## config.mk

```make
export PLATFORM = sky130hd
export DESIGN_NAME = exc_vector_gen
export DESIGN_NICKNAME = d
export VERILOG_FILES = /design/src/rtl/exc_vec_pkg.sv /design/src/rtl/exc_req_gate.sv /design/src/rtl/exc_prio_sel.sv /design/src/rtl/exc_vec_capture.sv /design/src/rtl/exc_vector_gen.sv
export SDC_FILE = /design/constraint.sdc
export NUM_CORES = 1
export LEC_CHECK = 0
export BUFFER_PORTS_ARGS = -buffer_cell sky130_fd_sc_hd__buf_2
export CAP_MARGIN = 20
export CORE_AREA = 2 2 50 52
export CTS_CLUSTER_DIAMETER = 40
export DETAILED_ROUTE_END_ITERATION = 10
export DIE_AREA = 0 0 52 54
export PLACE_DENSITY = 0.72
export SYNTH_ARGS = -nofsm -noshare
export SYNTH_HDL_FRONTEND = slang
export SYNTH_SLANG_ARGS = --single-unit
```

## constraint.sdc

```tcl
create_clock -name clk_i -period 1.5 [get_ports clk_i]
set_input_delay 0 -clock clk_i [delete_from_list [all_inputs] [get_ports clk_i]]
set_output_delay 0 -clock clk_i [all_outputs]
set_load 0.005 [all_outputs]
```

## src/rtl/exc_vec_pkg.sv

```systemverilog
package exc_vec_pkg;

   localparam int unsigned BASE_W = 8;
   localparam int unsigned OFS_W  = 8;
   localparam int unsigned ADDR_W = BASE_W + OFS_W;
   localparam int unsigned NSRC   = 11;
   localparam int unsigned IDX_W  = $clog2(NSRC);

   // ranking index: lower value wins
   typedef enum logic [IDX_W-1:0] {
      SRC_RST_PWR  = 4'd0,
      SRC_RST_CLK  = 4'd1,
      SRC_RST_WDOG = 4'd2,
      SRC_TRAP_OP  = 4'd3,
      SRC_TRAP_SWI = 4'd4,
      SRC_TRAP_SYS = 4'd5,
      SRC_COP_VIOL = 4'd6,
      SRC_CPU_VIOL = 4'd7,
      SRC_NMI      = 4'd8,
      SRC_IRQ      = 4'd9,
      SRC_PER      = 4'd10
   } src_e;

   localparam logic [OFS_W-1:0] OFS_SPURIOUS = 8'h10;
   localparam logic [OFS_W-1:0] OFS_RESERVED = 8'h18;

   function automatic logic [ADDR_W-1:0] vec_of(input src_e s,
                                                 input logic [BASE_W-1:0] base,
                                                 input logic [OFS_W-1:0] per_ofs);
      logic [OFS_W-1:0] ofs;
      logic             absolute;
      absolute = 1'b0;
      ofs      = '0;
      unique case (s)
         SRC_RST_PWR:  begin absolute = 1'b1; ofs = 8'hFE; end
         SRC_RST_CLK:  begin absolute = 1'b1; ofs = 8'hFC; end
         SRC_RST_WDOG: begin absolute = 1'b1; ofs = 8'hFA; end
         SRC_TRAP_OP:  ofs = 8'hF8;
         SRC_TRAP_SWI: ofs = 8'hF6;
         SRC_TRAP_SYS: ofs = 8'h12;
         SRC_COP_VIOL: ofs = 8'h16;
         SRC_CPU_VIOL: ofs = 8'h14;
         SRC_NMI:      ofs = 8'hF4;
         SRC_IRQ:      ofs = 8'hF2;
         SRC_PER:      ofs = per_ofs & 8'hFE;
         default:      ofs = OFS_SPURIOUS;
      endcase
      return absolute ? {8'hFF, ofs} : {base, ofs};
   endfunction

endpackage

```

## src/rtl/exc_req_gate.sv

```systemverilog
module exc_req_gate
   import exc_vec_pkg::*;
#(
   parameter bit HAS_COP_VIOL = 1'b1,
   parameter bit HAS_CPU_VIOL = 1'b1
) (
   input  logic            rst_pwr_i,
   input  logic            rst_clkmon_i,
   input  logic            rst_wdog_i,
   input  logic            trap_op_i,
   input  logic            trap_swi_i,
   input  logic            trap_sys_i,
   input  logic            cop_viol_i,
   input  logic            cpu_viol_i,
   input  logic            nmi_i,
   input  logic            irq_i,
   input  logic            per_req_i,
   input  logic            x_mask_i,
   input  logic            i_mask_i,
   output logic [NSRC-1:0] req_o,
   output logic            intr_o
);
   logic cop_eff, cpu_eff, nmi_eff, irq_eff, per_eff;

   generate
      if (HAS_COP_VIOL) begin : g_cop
         assign cop_eff = cop_viol_i;
      end else begin : g_no_cop
         assign cop_eff = 1'b0;
      end
      if (HAS_CPU_VIOL) begin : g_cpu
         assign cpu_eff = cpu_viol_i;
      end else begin : g_no_cpu
         assign cpu_eff = 1'b0;
      end
   endgenerate

   assign nmi_eff = nmi_i & ~x_mask_i;
   assign irq_eff = irq_i & ~i_mask_i;
   assign per_eff = per_req_i & ~i_mask_i;

   always_comb begin
      req_o               = '0;
      req_o[SRC_RST_PWR]  = rst_pwr_i;
      req_o[SRC_RST_CLK]  = rst_clkmon_i;
      req_o[SRC_RST_WDOG] = rst_wdog_i;
      req_o[SRC_TRAP_OP]  = trap_op_i;
      req_o[SRC_TRAP_SWI] = trap_swi_i;
      req_o[SRC_TRAP_SYS] = trap_sys_i;
      req_o[SRC_COP_VIOL] = cop_eff;
      req_o[SRC_CPU_VIOL] = cpu_eff;
      req_o[SRC_NMI]      = nmi_eff;
      req_o[SRC_IRQ]      = irq_eff;
      req_o[SRC_PER]      = per_eff;
   end

   assign intr_o = nmi_eff | irq_eff | per_eff;
endmodule

```

## src/rtl/exc_prio_sel.sv

```systemverilog
module exc_prio_sel
   import exc_vec_pkg::*;
(
   input  logic [NSRC-1:0]   req_i,
   input  logic [BASE_W-1:0] base_i,
   input  logic [OFS_W-1:0]  per_ofs_i,
   output logic              any_o,
   output logic [ADDR_W-1:0] vec_o
);
   src_e win;

   always_comb begin
      win = SRC_PER;
      for (int k = NSRC - 1; k >= 0; k--) begin
         if (req_i[k]) win = src_e'(k);
      end
   end

   assign any_o = |req_i;
   assign vec_o = vec_of(win, base_i, per_ofs_i);
endmodule

```

## src/rtl/exc_vec_capture.sv

```systemverilog
module exc_vec_capture
   import exc_vec_pkg::*;
#(
   parameter logic [ADDR_W-1:0] RESET_VEC = '0
) (
   input  logic              clk_i,
   input  logic              rst_ni,
   input  logic              fetch_i,
   input  logic              any_i,
   input  logic              intr_i,
   input  logic [ADDR_W-1:0] win_vec_i,
   input  logic [BASE_W-1:0] base_i,
   output logic [ADDR_W-1:0] vec_o,
   output logic              valid_o
);
   logic intr_q;

   always_ff @(posedge clk_i) begin
      if (!rst_ni) begin
         intr_q  <= 1'b0;
         vec_o   <= RESET_VEC;
         valid_o <= 1'b0;
      end else begin
         intr_q  <= intr_i;
         valid_o <= 1'b0;
         if (fetch_i) begin
            if (any_i) begin
               vec_o   <= win_vec_i;
               valid_o <= 1'b1;
            end else if (intr_q) begin
               vec_o   <= {base_i, OFS_SPURIOUS};
               valid_o <= 1'b1;
            end
         end
      end
   end
endmodule

```

## src/rtl/exc_vector_gen.sv

```systemverilog
module exc_vector_gen
   import exc_vec_pkg::*;
#(
   parameter int unsigned VEC_W        = 16,
   parameter bit          HAS_COP_VIOL = 1'b1,
   parameter bit          HAS_CPU_VIOL = 1'b1
) (
   input  logic             clk_i,
   input  logic             rst_ni,
   input  logic             rst_pwr_i,
   input  logic             rst_clkmon_i,
   input  logic             rst_wdog_i,
   input  logic             trap_op_i,
   input  logic             trap_swi_i,
   input  logic             trap_sys_i,
   input  logic             cop_viol_i,
   input  logic             cpu_viol_i,
   input  logic             nmi_i,
   input  logic             irq_i,
   input  logic             per_req_i,
   input  logic [7:0]       per_ofs_i,
   input  logic             x_mask_i,
   input  logic             i_mask_i,
   input  logic [7:0]       vbase_i,
   input  logic             fetch_i,
   output logic [VEC_W-1:0] vec_o,
   output logic             vec_valid_o
);
   generate
      if (VEC_W != ADDR_W) begin : g_bad_width
         $error("exc_vector_gen: VEC_W must equal base plus offset width");
      end
   endgenerate

   logic [NSRC-1:0]   req;
   logic              intr;
   logic              any;
   logic [ADDR_W-1:0] win_vec;

   exc_req_gate #(
      .HAS_COP_VIOL(HAS_COP_VIOL),
      .HAS_CPU_VIOL(HAS_CPU_VIOL)
   ) u_gate (
      .rst_pwr_i   (rst_pwr_i),
      .rst_clkmon_i(rst_clkmon_i),
      .rst_wdog_i  (rst_wdog_i),
      .trap_op_i   (trap_op_i),
      .trap_swi_i  (trap_swi_i),
      .trap_sys_i  (trap_sys_i),
      .cop_viol_i  (cop_viol_i),
      .cpu_viol_i  (cpu_viol_i),
      .nmi_i       (nmi_i),
      .irq_i       (irq_i),
      .per_req_i   (per_req_i),
      .x_mask_i    (x_mask_i),
      .i_mask_i    (i_mask_i),
      .req_o       (req),
      .intr_o      (intr)
   );

   exc_prio_sel u_sel (
      .req_i    (req),
      .base_i   (vbase_i),
      .per_ofs_i(per_ofs_i),
      .any_o    (any),
      .vec_o    (win_vec)
   );

   exc_vec_capture #(
      .RESET_VEC('0)
   ) u_cap (
      .clk_i    (clk_i),
      .rst_ni   (rst_ni),
      .fetch_i  (fetch_i),
      .any_i    (any),
      .intr_i   (intr),
      .win_vec_i(win_vec),
      .base_i   (vbase_i),
      .vec_o    (vec_o),
      .valid_o  (vec_valid_o)
   );
endmodule

```

==> impl_metrics.json, run 1 <==
{
  "status": "complete, no violations",
  "yosysSeqAreaShare_pct": 37.2,
  "cts_made_buffers": 3,
  "insertion_delay_ns": 0.28,
  "slew_viol_final": 0,
  "synth_area_per_cell_um2": 9.24,
  "period_needed_ns": 1.31,
  "drcViolationCount": 0,
  "nets": 187,
  "path_buf_inv": 1,
  "ys_warn_count": 0,
  "cts_tree": "yes",
  "cp-start-kind": "flop",
  "syn-cell-area_um2": 915,
  "coreArea_mm2": 0.00232,
  "synth_area_leader_cell": "dfxtp_1",
  "critPathCapture": "u_cap.vec_o[14]$_SDFFE_PN0P_",
  "syn-num-nets": 131,
  "vias": 994,
  "startpoint": "u_cap.intr_q$_SDFF_PN0_",
  "critPathMaxFanout": 6,
  "r2r_slack_ns": 0.19,
  "synth_flop_cell": "dfxtp_1",
  "p_total_uw": 957,
  "grt_start_max_net_pins": 14,
  "antenna_found_initial": 0,
  "setup.worst_path.class": "flop to flop",
  "fillers": 219,
  "initial_core_util_pct": 39.4,
  "cts.sinks": 17,
  "clock_path_buffers": 2,
  "skew_ns": 0.00666,
  "die_h_um": 54,
  "die-area_mm2": 0.00281,
  "area_growth_pct": 37.3,
  "htree_levels": 1,
  "ir_drop_v": 0.000529,
  "track_usage_pct": 18.3,
  "cpPeakStageDelay_ns": 0.44,
  "ios": 49,
  "first_iter_violations": 25,
  "worst_r2r_startpoint": "u_cap.intr_q$_SDFF_PN0_",
  "grt_pass1_vias": 944,
  "post-route-period-util_pct": 87.3,
  "drt_wl_total_um": 2330,
  "fmax_ghz": 0.764,
  "chipWidth_um": 52,
  "finalSetupViolations": 0,
  "worstSetupPathDepth": 4,
  "crit_slowest_cell": "or3_2",
  "async_flop_share_pct": 0,
  "crit_family": "simple AND/OR/NAND/NOR gates",
  "p_per_area_mw_per_mm2": 762,
  "vias_per_cell": 5.40,
  "io_buffers": 46,
  "cts_setup_buffers": 0,
  "finalHoldViolCount": 0,
  "post-dp-hpwl_um": 1880,
  "cap_violations": 0,
  "finalSetupTns_ns": 0,
  "cts_hold_buf": 3,
  "netlist_instances": 99,
  "cp_cell_sequence": "o21ai_4 > buf_4 > or3_2 > o211a_1",
  "dr.pass1.iters": 4,
  "cp-end-kind": "flop",
  "antennaDiodeCount": 0,
  "r2r_cells": 4,
  "rsz0062_at_grt": "false",
  "hold_path.class": "primary input to flop",
  "wl_per_cell_um": 12.6,
  "synth-edff-count": 0,
  "yosys.area.top_type_share_pct": 37.2,
  "grt_pass1_wl_um": 3930,
  "r2r_end": "u_cap.vec_o[14]$_SDFFE_PN0P_",
  "core.rowCount": 18,
  "p_leak_nw": 0.618,
  "synth.area.top_cells": "dfxtp_1 (37%), o211a_1 (8.8%), or3_2 (6.6%), nor4_4 (4.7%), nand3_1 (3.3%)",
  "synth_seq_cells": 17,
  "routabilityCongestion": 0.940,
  "final_antenna_net_count": 0,
  "grt_overflow": 0,
  "root_buffer": "clkbuf_4",
  "worstPathRequired_ns": 1.67,
  "synth_cell_types": 37,
  "drive_above_1_share_pct": 48.1,
  "clk_pin_slew_ns": 0.10,
  "arrival_ns": 1.48,
  "cts-resized-gates": 0
}
-- how the worst min path moves through the flow --
stage / start / cells past startpoint / to
after detailed placement: per_ofs_i[5] / 3 / u_cap.vec_o[5]$_SDFFE_PN0P_
after CTS: vbase_i[3] / 3 / u_cap.vec_o[11]$_SDFFE_PN0P_
after global placement: per_ofs_i[6] / 3 / u_cap.vec_o[6]$_SDFFE_PN0P_
after floorplan: rst_ni / 1 / u_cap.valid_o$_SDFF_PN0_
final: vbase_i[7] / 3 / u_cap.vec_o[15]$_SDFFE_PN0P_
after global routing: vbase_i[2] / 3 / u_cap.vec_o[10]$_SDFFE_PN0P_
-- state kept, by name (all words and copies together) (netlist names) --
name / cells
u_cap.intr_q: 1
u_cap.vec_o: 15
u_cap.valid_o: 1
-- routing by layer --
metal | wire length (um) | up-vias | global-route usage (%)
met5 | 0 | - | 0
met4 | 0 | 0 | 4.39
met3 | 206 | 0 | 4.44
met2 | 1130 | 58 | 33.1
met1 | 995 | 455 | 21.7
li1 | - | 481 | -
-- cells in the mapped netlist (all sizes together), types with 2 or more instances --
| cell type | count |
|---|---|
| nor2 | 7 |
| o2111ai | 2 |
| and2 | 3 |
| nand3 | 6 |
| dfxtp | 17 |
| inv | 4 |
| nand4 | 3 |
| clkbuf | 2 |
| nand2 | 8 |
| buf | 2 |
| a21oi | 3 |
| o211a | 8 |
| a22o | 2 |
| o21ai | 7 |
| or3 | 9 |
| nor4 | 2 |
-- power by group --
| part | internal, mW | switching (mW) | total (mW) |
|---|---|---|---|
| registers | 0.486 | 0.0172 | 0.503 |
| logic | 0.111 | 0.104 | 0.215 |
| clock network | 0.103 | 0.135 | 0.239 |
-- kinds of logic (layout without fill, tap and decap cells) --
kind of cell,Yosys count,count (layout),synth area share [%]
AO/OA/AOI/OAI,29,29,27.5
buffers and inverters,8,63,4.65
flip-flops,17,17,37.2
AND/OR/NAND/NOR,43,43,29.1
multiplexers,1,1,1.09
other,1,1,0.410
-- metrics by stage --
| stage | area, um^2 | hold slack [ns] | setup WS (ns) | util, % | std cells |
|---|---|---|---|---|---|
| floorplan | 915 | 0.122 | 0.230 | - | 99 |
| global placement | 1200 | 0.247 | 0.0780 | 51.7 | 177 |
| detailed placement | 1200 | 0.266 | 0.0303 | 51.7 | 177 |
| CTS | 1260 | 0.0271 | 0.191 | 54.2 | 184 |
| global route | 1260 | 0.0319 | 0.149 | 54.2 | 184 |
| finish | 1260 | 0.0366 | 0.191 | 54.2 | 184 |
-- tightest hold or removal path, cell delays in order --
cell and delay, ns:
buf_2 0.08, or3_2 0.09, o211a_1 0.12
-- placed cells by master, fill, tap and decap left out, types with 2 or more instances in the layout --
master | Yosys | routed
buf_4 | 1 | 6
inv_1 | 3 | 3
nor4_4 | 2 | 2
nor2_1 | 7 | 7
o21ai_0 | 5 | 5
dlygate4sd3_1 | 0 | 3
dfxtp_1 | 17 | 17
a22o_1 | 2 | 2
a21oi_1 | 3 | 3
buf_2 | 0 | 46
nand3_1 | 6 | 6
or3_2 | 8 | 8
o211a_1 | 8 | 8
clkbuf_4 | 0 | 3
nand2_1 | 8 | 8
and2_1 | 3 | 3
nand4_1 | 3 | 3
-- area by class of cell --
type	instances	area [um^2]	area share [%]
well taps	30	37.5	2.99
clock buffers	4	26.3	2.09
repair buffers	55	305	24.3
flip-flops and latches	17	340	27.1
multi-input cells	74	532	42.3
inverters	4	15.0	1.20
Power figures use the tool's default switching activity.
==> run 2: changes to the inputs <==
--- a/config.mk
+++ b/config.mk
@@ -12,6 +12,7 @@
 export DETAILED_ROUTE_END_ITERATION = 10
 export DIE_AREA = 0 0 52 54
 export PLACE_DENSITY = 0.72
+export REMOVE_ABC_BUFFERS = 1
 export SYNTH_ARGS = -nofsm -noshare
 export SYNTH_HDL_FRONTEND = slang
 export SYNTH_SLANG_ARGS = --single-unit
==> run 2 against run 1 <==
Compared with the run above: non-clock buffer count fell by 3; worst setup slack improved by 0.013 ns; global-route usage fell by 2.8 points; fmax rose by 0.97%; utilization fell by 0.92 points; critical path type unchanged; highest routed layer is now met4.
==> impl_metrics.json, run 2 (same netlist as run 1, synthesis figures left out) <==
{
  "post-place-cells": 174,
  "ir_drop_v": 0.000553,
  "most-common-layout-cells": "buf_2 (46), dfxtp_1 (17), or3_2 (8), o211a_1 (8), nand2_1 (8)",
  "clk_pin_slew_ns": 0.10,
  "fin_cells": 181,
  "ios": 49,
  "setup.worst_path.class": "flop to flop",
  "nets": 184,
  "pwr-share-seq_pct": 52.8,
  "arrival_ns": 1.48,
  "skew_ns": 0.0128,
  "cp-end-kind": "flop",
  "antenna_found_initial": 0,
  "track_usage_pct": 15.5,
  "rsz0062_at_grt": "false",
  "vias": 916,
  "drcViolationCount": 0,
  "area_growth_pct": 35.0,
  "max_flop_register": "u_cap.vec_o",
  "antennaDiodeCount": 0,
  "first_iter_violations": 14,
  "final_common_cell": "buf_2",
  "cap_violations": 0,
  "final_area_mm2": 0.00123,
  "slew_viol_final": 0,
  "period_needed_ns": 1.30,
  "wl_per_cell_um": 11.9,
  "finalSetupViolations": 0,
  "reg_top3": "u_cap.vec_o (15), u_cap.intr_q (1), u_cap.valid_o (1)",
  "routabilityCongestion": 0.890,
  "largest_register_ffs": 15,
  "post-dp-hpwl_um": 1750,
  "io_buffers": 46,
  "die_h_um": 54,
  "cts_tree": "yes",
  "clock_path_buffers": 2,
  "hold_path.class": "primary input to flop",
  "grt_overflow": 0,
  "cts.sinks": 17,
  "fmax_ghz": 0.771,
  "vias_per_cell": 5.06,
  "coreArea_mm2": 0.00232,
  "status": "complete, no violations",
  "die-area_mm2": 0.00281,
  "swShare_pct": 27.2,
  "initial_core_util_pct": 39.4,
  "worstPathRequired_ns": 1.68,
  "grt_pass1_wl_um": 3280,
  "p_per_area_mw_per_mm2": 769,
  "power_switching_uw": 258,
  "post_dp_cell_area_mm2": 0.00118,
  "post-route-period-util_pct": 86.4,
  "htree_levels": 1,
  "drt_wl_total_um": 2150,
  "chipWidth_um": 52,
  "grt_start_max_net_pins": 14,
  "dr.pass1.iters": 4,
  "utilization_pct": 53.2,
  "root_buffer": "clkbuf_4",
  "critPathMaxFanout": 8,
  "cts-resized-gates": 0,
  "insertion_delay_ns": 0.29,
  "cts_made_buffers": 3,
  "drive_above_1_share_pct": 47.7,
  "cp-start-kind": "flop",
  "finalHoldViolCount": 0,
  "intPower_uw": 691,
  "grt_pass1_vias": 795,
  "final_antenna_net_count": 0,
  "pwr-share-comb_pct": 22.0,
  "core.rowCount": 18,
  "p_leak_nw": 0.606,
  "power_frac_clock_pct": 25.2
}
## run 2: cell types whose count changed in the layout (fill, tap and decap cells not counted), sizes merged
cell / previous run / this run
buf: 52 / 49
clkbuf: 4 / 3
clkinv: 0 / 1
## run 2: power by group through the flow
stage	Combinational, mW	Clock [mW]	Sequential (mW)
2_1_floorplan	0.0880	0	0.516
3_3_place_gp	0.199	0	0.511
3_5_place_dp	0.203	0	0.513
4_1_cts	0.210	0.247	0.502
5_1_grt	0.231	0.269	0.507
6_report	0.209	0.240	0.502
## run 2: worst paths after layout
check,from,endpoint,slack (ns),cells past startpoint
max,u_cap.intr_q$_SDFF_PN0_,u_cap.vec_o[14]$_SDFFE_PN0P_,0.20,4
min,vbase_i[5],u_cap.vec_o[13]$_SDFFE_PN0P_,0.02,3
max reg2reg,u_cap.intr_q$_SDFF_PN0_,u_cap.vec_o[14]$_SDFFE_PN0P_,0.20,4
min reg2reg,u_cap.vec_o[5]$_SDFFE_PN0P_,u_cap.vec_o[5]$_SDFFE_PN0P_,0.47,2
## run 2: timing repair
action	4_1_cts	5_1_grt
hold buffers	3	0
endpoints found under the hold margin	3	0
setup buffers	0	0
## run 2: cell type report
cell class | instances | area, um^2
inverters | 4 | 15.0
flip-flops and latches | 17 | 340
clock inverters | 1 | 5.00
repair buffers | 52 | 283
fillers | 225 | 1080
well taps | 30 | 37.5
multi-input cells | 74 | 532
clock buffers | 3 | 22.5
## run 2: stage by stage
stage	setup slack, ns	TNS, ns	hold slack [ns]	total power [mW]
2_1_floorplan	0.230	0	0.122	0.604
4_1_cts	0.190	0	0.0156	0.959
3_3_place_gp	0.0624	0	0.246	0.710
3_5_place_dp	-0.0129	-0.0129	0.251	0.716
5_1_grt	0.154	0	0.0109	1.01
6_report	0.204	0	0.0202	0.950
## run 2: layer usage
layer  vias up  wire, um  track usage, %
met3         2       109            2.78
met4         0        10            5.70
met5         -         0               0
li1        478         -               -
met1       406       898            17.4
met2        30      1140            28.9
## run 2: worst max-delay path: stages (launching register included)
cell     delay, ns
dfxtp_1       0.37
o21ai_4       0.08
buf_4         0.16
or3_2         0.44
o211a_1       0.13
==> run 3: changes to the inputs <==
--- a/config.mk
+++ b/config.mk
@@ -7,10 +7,10 @@
 export LEC_CHECK = 0
 export BUFFER_PORTS_ARGS = -buffer_cell sky130_fd_sc_hd__buf_2
 export CAP_MARGIN = 20
-export CORE_AREA = 2 2 50 52
+export CORE_AREA = 4 4 52 54
 export CTS_CLUSTER_DIAMETER = 40
 export DETAILED_ROUTE_END_ITERATION = 10
-export DIE_AREA = 0 0 52 54
+export DIE_AREA = 0 0 56 58
 export PLACE_DENSITY = 0.72
 export REMOVE_ABC_BUFFERS = 1
 export SYNTH_ARGS = -nofsm -noshare
==> run 3 against run 2 <==
Compared with the run above: sequential share of layout area fell by 0.28 points; register-to-register slack about the same; count of clock-buffer cells in the layout did not move; combinational power grew 2%; first-iteration DRC count shrank 57%; clock skew shrank 0.0015 ns; worst setup slack gained 0.013 ns; global-route usage fell by 0.85 points; sequential power hardly changed; flip-flop and latch count did not move; utilization rose by 3.2 points; final area is 1.0% higher; critical endpoint is now u_cap.vec_o[11]$_SDFFE_PN0P_.
==> impl_metrics.json, run 3 (same netlist as run 1, synthesis figures left out) <==
{
  "ios": 49,
  "reg_top3": "u_cap.vec_o (15), u_cap.intr_q (1), u_cap.valid_o (1)",
  "r2r_end": "u_cap.vec_o[11]$_SDFFE_PN0P_",
  "hold_path.class": "primary input to flop",
  "track_usage_pct": 14.6,
  "skew_ns": 0.0113,
  "cts_tree": "yes",
  "die_h_um": 58,
  "finalSetupViolations": 0,
  "cp_cell_sequence": "o21ai_4 > buf_4 > or3_2 > o211a_1",
  "largest_register_ffs": 15,
  "drive_above_1_share_pct": 48.4,
  "cp-end-kind": "flop",
  "critPathMaxFanout": 6,
  "grt_pass1_vias": 901,
  "final_common_cell": "buf_2",
  "antennaDiodeCount": 0,
  "area_growth_pct": 36.4,
  "nets": 186,
  "post-route-period-util_pct": 85.5,
  "slew_viol_final": 0,
  "r2r_slack_ns": 0.22,
  "finalHoldViolCount": 0,
  "wl_per_cell_um": 13.1,
  "vias": 958,
  "period_needed_ns": 1.28,
  "p_total_uw": 963,
  "root_buffer": "clkbuf_4",
  "grt_pass1_wl_um": 3750,
  "p_leak_nw": 0.615,
  "cts_made_buffers": 3,
  "drt_wl_total_um": 2370,
  "cap_violations": 0,
  "status": "complete, no violations",
  "most-common-layout-cells": "buf_2 (46), dfxtp_1 (17), or3_2 (8), o211a_1 (8), nand2_1 (8)",
  "post_dp_cell_area_mm2": 0.00119,
  "ir_drop_v": 0.000573,
  "die-area_mm2": 0.00325,
  "coreArea_mm2": 0.00221,
  "post-dp-hpwl_um": 1860,
  "clk_pin_slew_ns": 0.11,
  "routabilityCongestion": 0.848,
  "drcViolationCount": 0,
  "max_flop_register": "u_cap.vec_o",
  "holdPathStages": 3,
  "p_per_area_mw_per_mm2": 772,
  "antenna_found_initial": 0,
  "r2r_cells": 4,
  "htree_levels": 1,
  "hold_start": "vbase_i[1]",
  "setup.worst_path.class": "flop to flop",
  "cpPeakStageDelay_ns": 0.44,
  "final_antenna_net_count": 0,
  "cts-resized-gates": 0,
  "crit_slowest_cell": "or3_2",
  "worstPathRequired_ns": 1.70,
  "io_buffers": 46,
  "arrival_ns": 1.49,
  "clock_path_buffers": 2,
  "cp-start-kind": "flop",
  "grt_start_max_net_pins": 14,
  "worst_r2r_startpoint": "u_cap.intr_q$_SDFF_PN0_",
  "chipWidth_um": 56,
  "rsz0062_at_grt": "false",
  "dr.pass1.iters": 4,
  "first_iter_violations": 6,
  "cts.sinks": 17,
  "core.rowCount": 17,
  "insertion_delay_ns": 0.30,
  "grt_overflow": 0,
  "final_area_mm2": 0.00125,
  "whs_endpoint": "u_cap.vec_o[9]$_SDFFE_PN0P_",
  "initial_core_util_pct": 41.3,
  "vias_per_cell": 5.29,
  "fmax_ghz": 0.779
}
==> run 3: cell count changes in the layout (fill, tap and decap cells not counted) <==
| cell | previous run | this run |
|---|---|---|
| buf_4 | 3 | 5 |
==> run 3: power breakdown <==
group | leakage (nW) | internal [mW] | switching [mW]
registers | 0.142 | 0.486 | 0.0156
clock network | 0.0177 | 0.0993 | 0.149
logic | 0.456 | 0.110 | 0.104
total | 0.615 | 0.695 | 0.268
==> run 3: layout make-up <==
cell class                 count  area (um^2)
sequential                    17          340
fill                         212          965
inverter                       4         15.0
timing repair buffer          54          298
tap                           28         35.0
clock inverter                 1         5.00
clock buffer                   3         22.5
multi-input combinational     74          532
==> run 3: repair_timing <==
action,CTS,global route
setup buffers,0,0
hold buffers,3,0
endpoints found under the hold margin,3,0
==> run 3: metrics by stage <==
step | hold WS [ns] | instances | setup TNS, ns | utilization, % | setup slack, ns
floorplan | 0.122 | 95 | 0 | - | 0.230
detailed placement | 0.265 | 174 | -0.000228 | 53.8 | -0.000228
global route | 0.00735 | 181 | 0 | 56.4 | 0.164
finish | 0.0125 | 181 | 0 | 56.4 | 0.217
global placement | 0.254 | 174 | 0 | 53.8 | 0.0503
CTS | 0.0103 | 181 | 0 | 56.4 | 0.209
==> run 3: metal layers <==
metal / part of all wire [%] / global-route usage [%]
met1: 40 / 15.9
met2: 51 / 26.2
met3: 6.4 / 2.45
met4: 2.7 / 9.49
met5: 0 / 0
==> run 3: worst max path at each step <==
stage,cells past startpoint,slack (ns),startpoint,to
global placement,8,0.05,rst_clkmon_i,u_cap.vec_o[2]$_SDFFE_PN0P_
finish,4,0.22,u_cap.intr_q$_SDFF_PN0_,u_cap.vec_o[11]$_SDFFE_PN0P_
CTS,4,0.21,u_cap.intr_q$_SDFF_PN0_,u_cap.vec_o[11]$_SDFFE_PN0P_
floorplan,6,0.23,x_mask_i,u_cap.vec_o[4]$_SDFFE_PN0P_
global route,4,0.16,u_cap.intr_q$_SDFF_PN0_,u_cap.vec_o[12]$_SDFFE_PN0P_
detailed placement,7,-0.0002,rst_clkmon_i,u_cap.vec_o[4]$_SDFFE_PN0P_
==> run 3: worst max-delay path, delay by kind of cell (launching register included) <==
| kind | cells | cell delay [ns] |
|---|---|---|
| AO/OA/AOI/OAI | 2 | 0.22 |
| flip-flops | 1 | 0.37 |
| AND/OR/NAND/NOR | 1 | 0.44 |
| buffers and inverters | 1 | 0.16 |
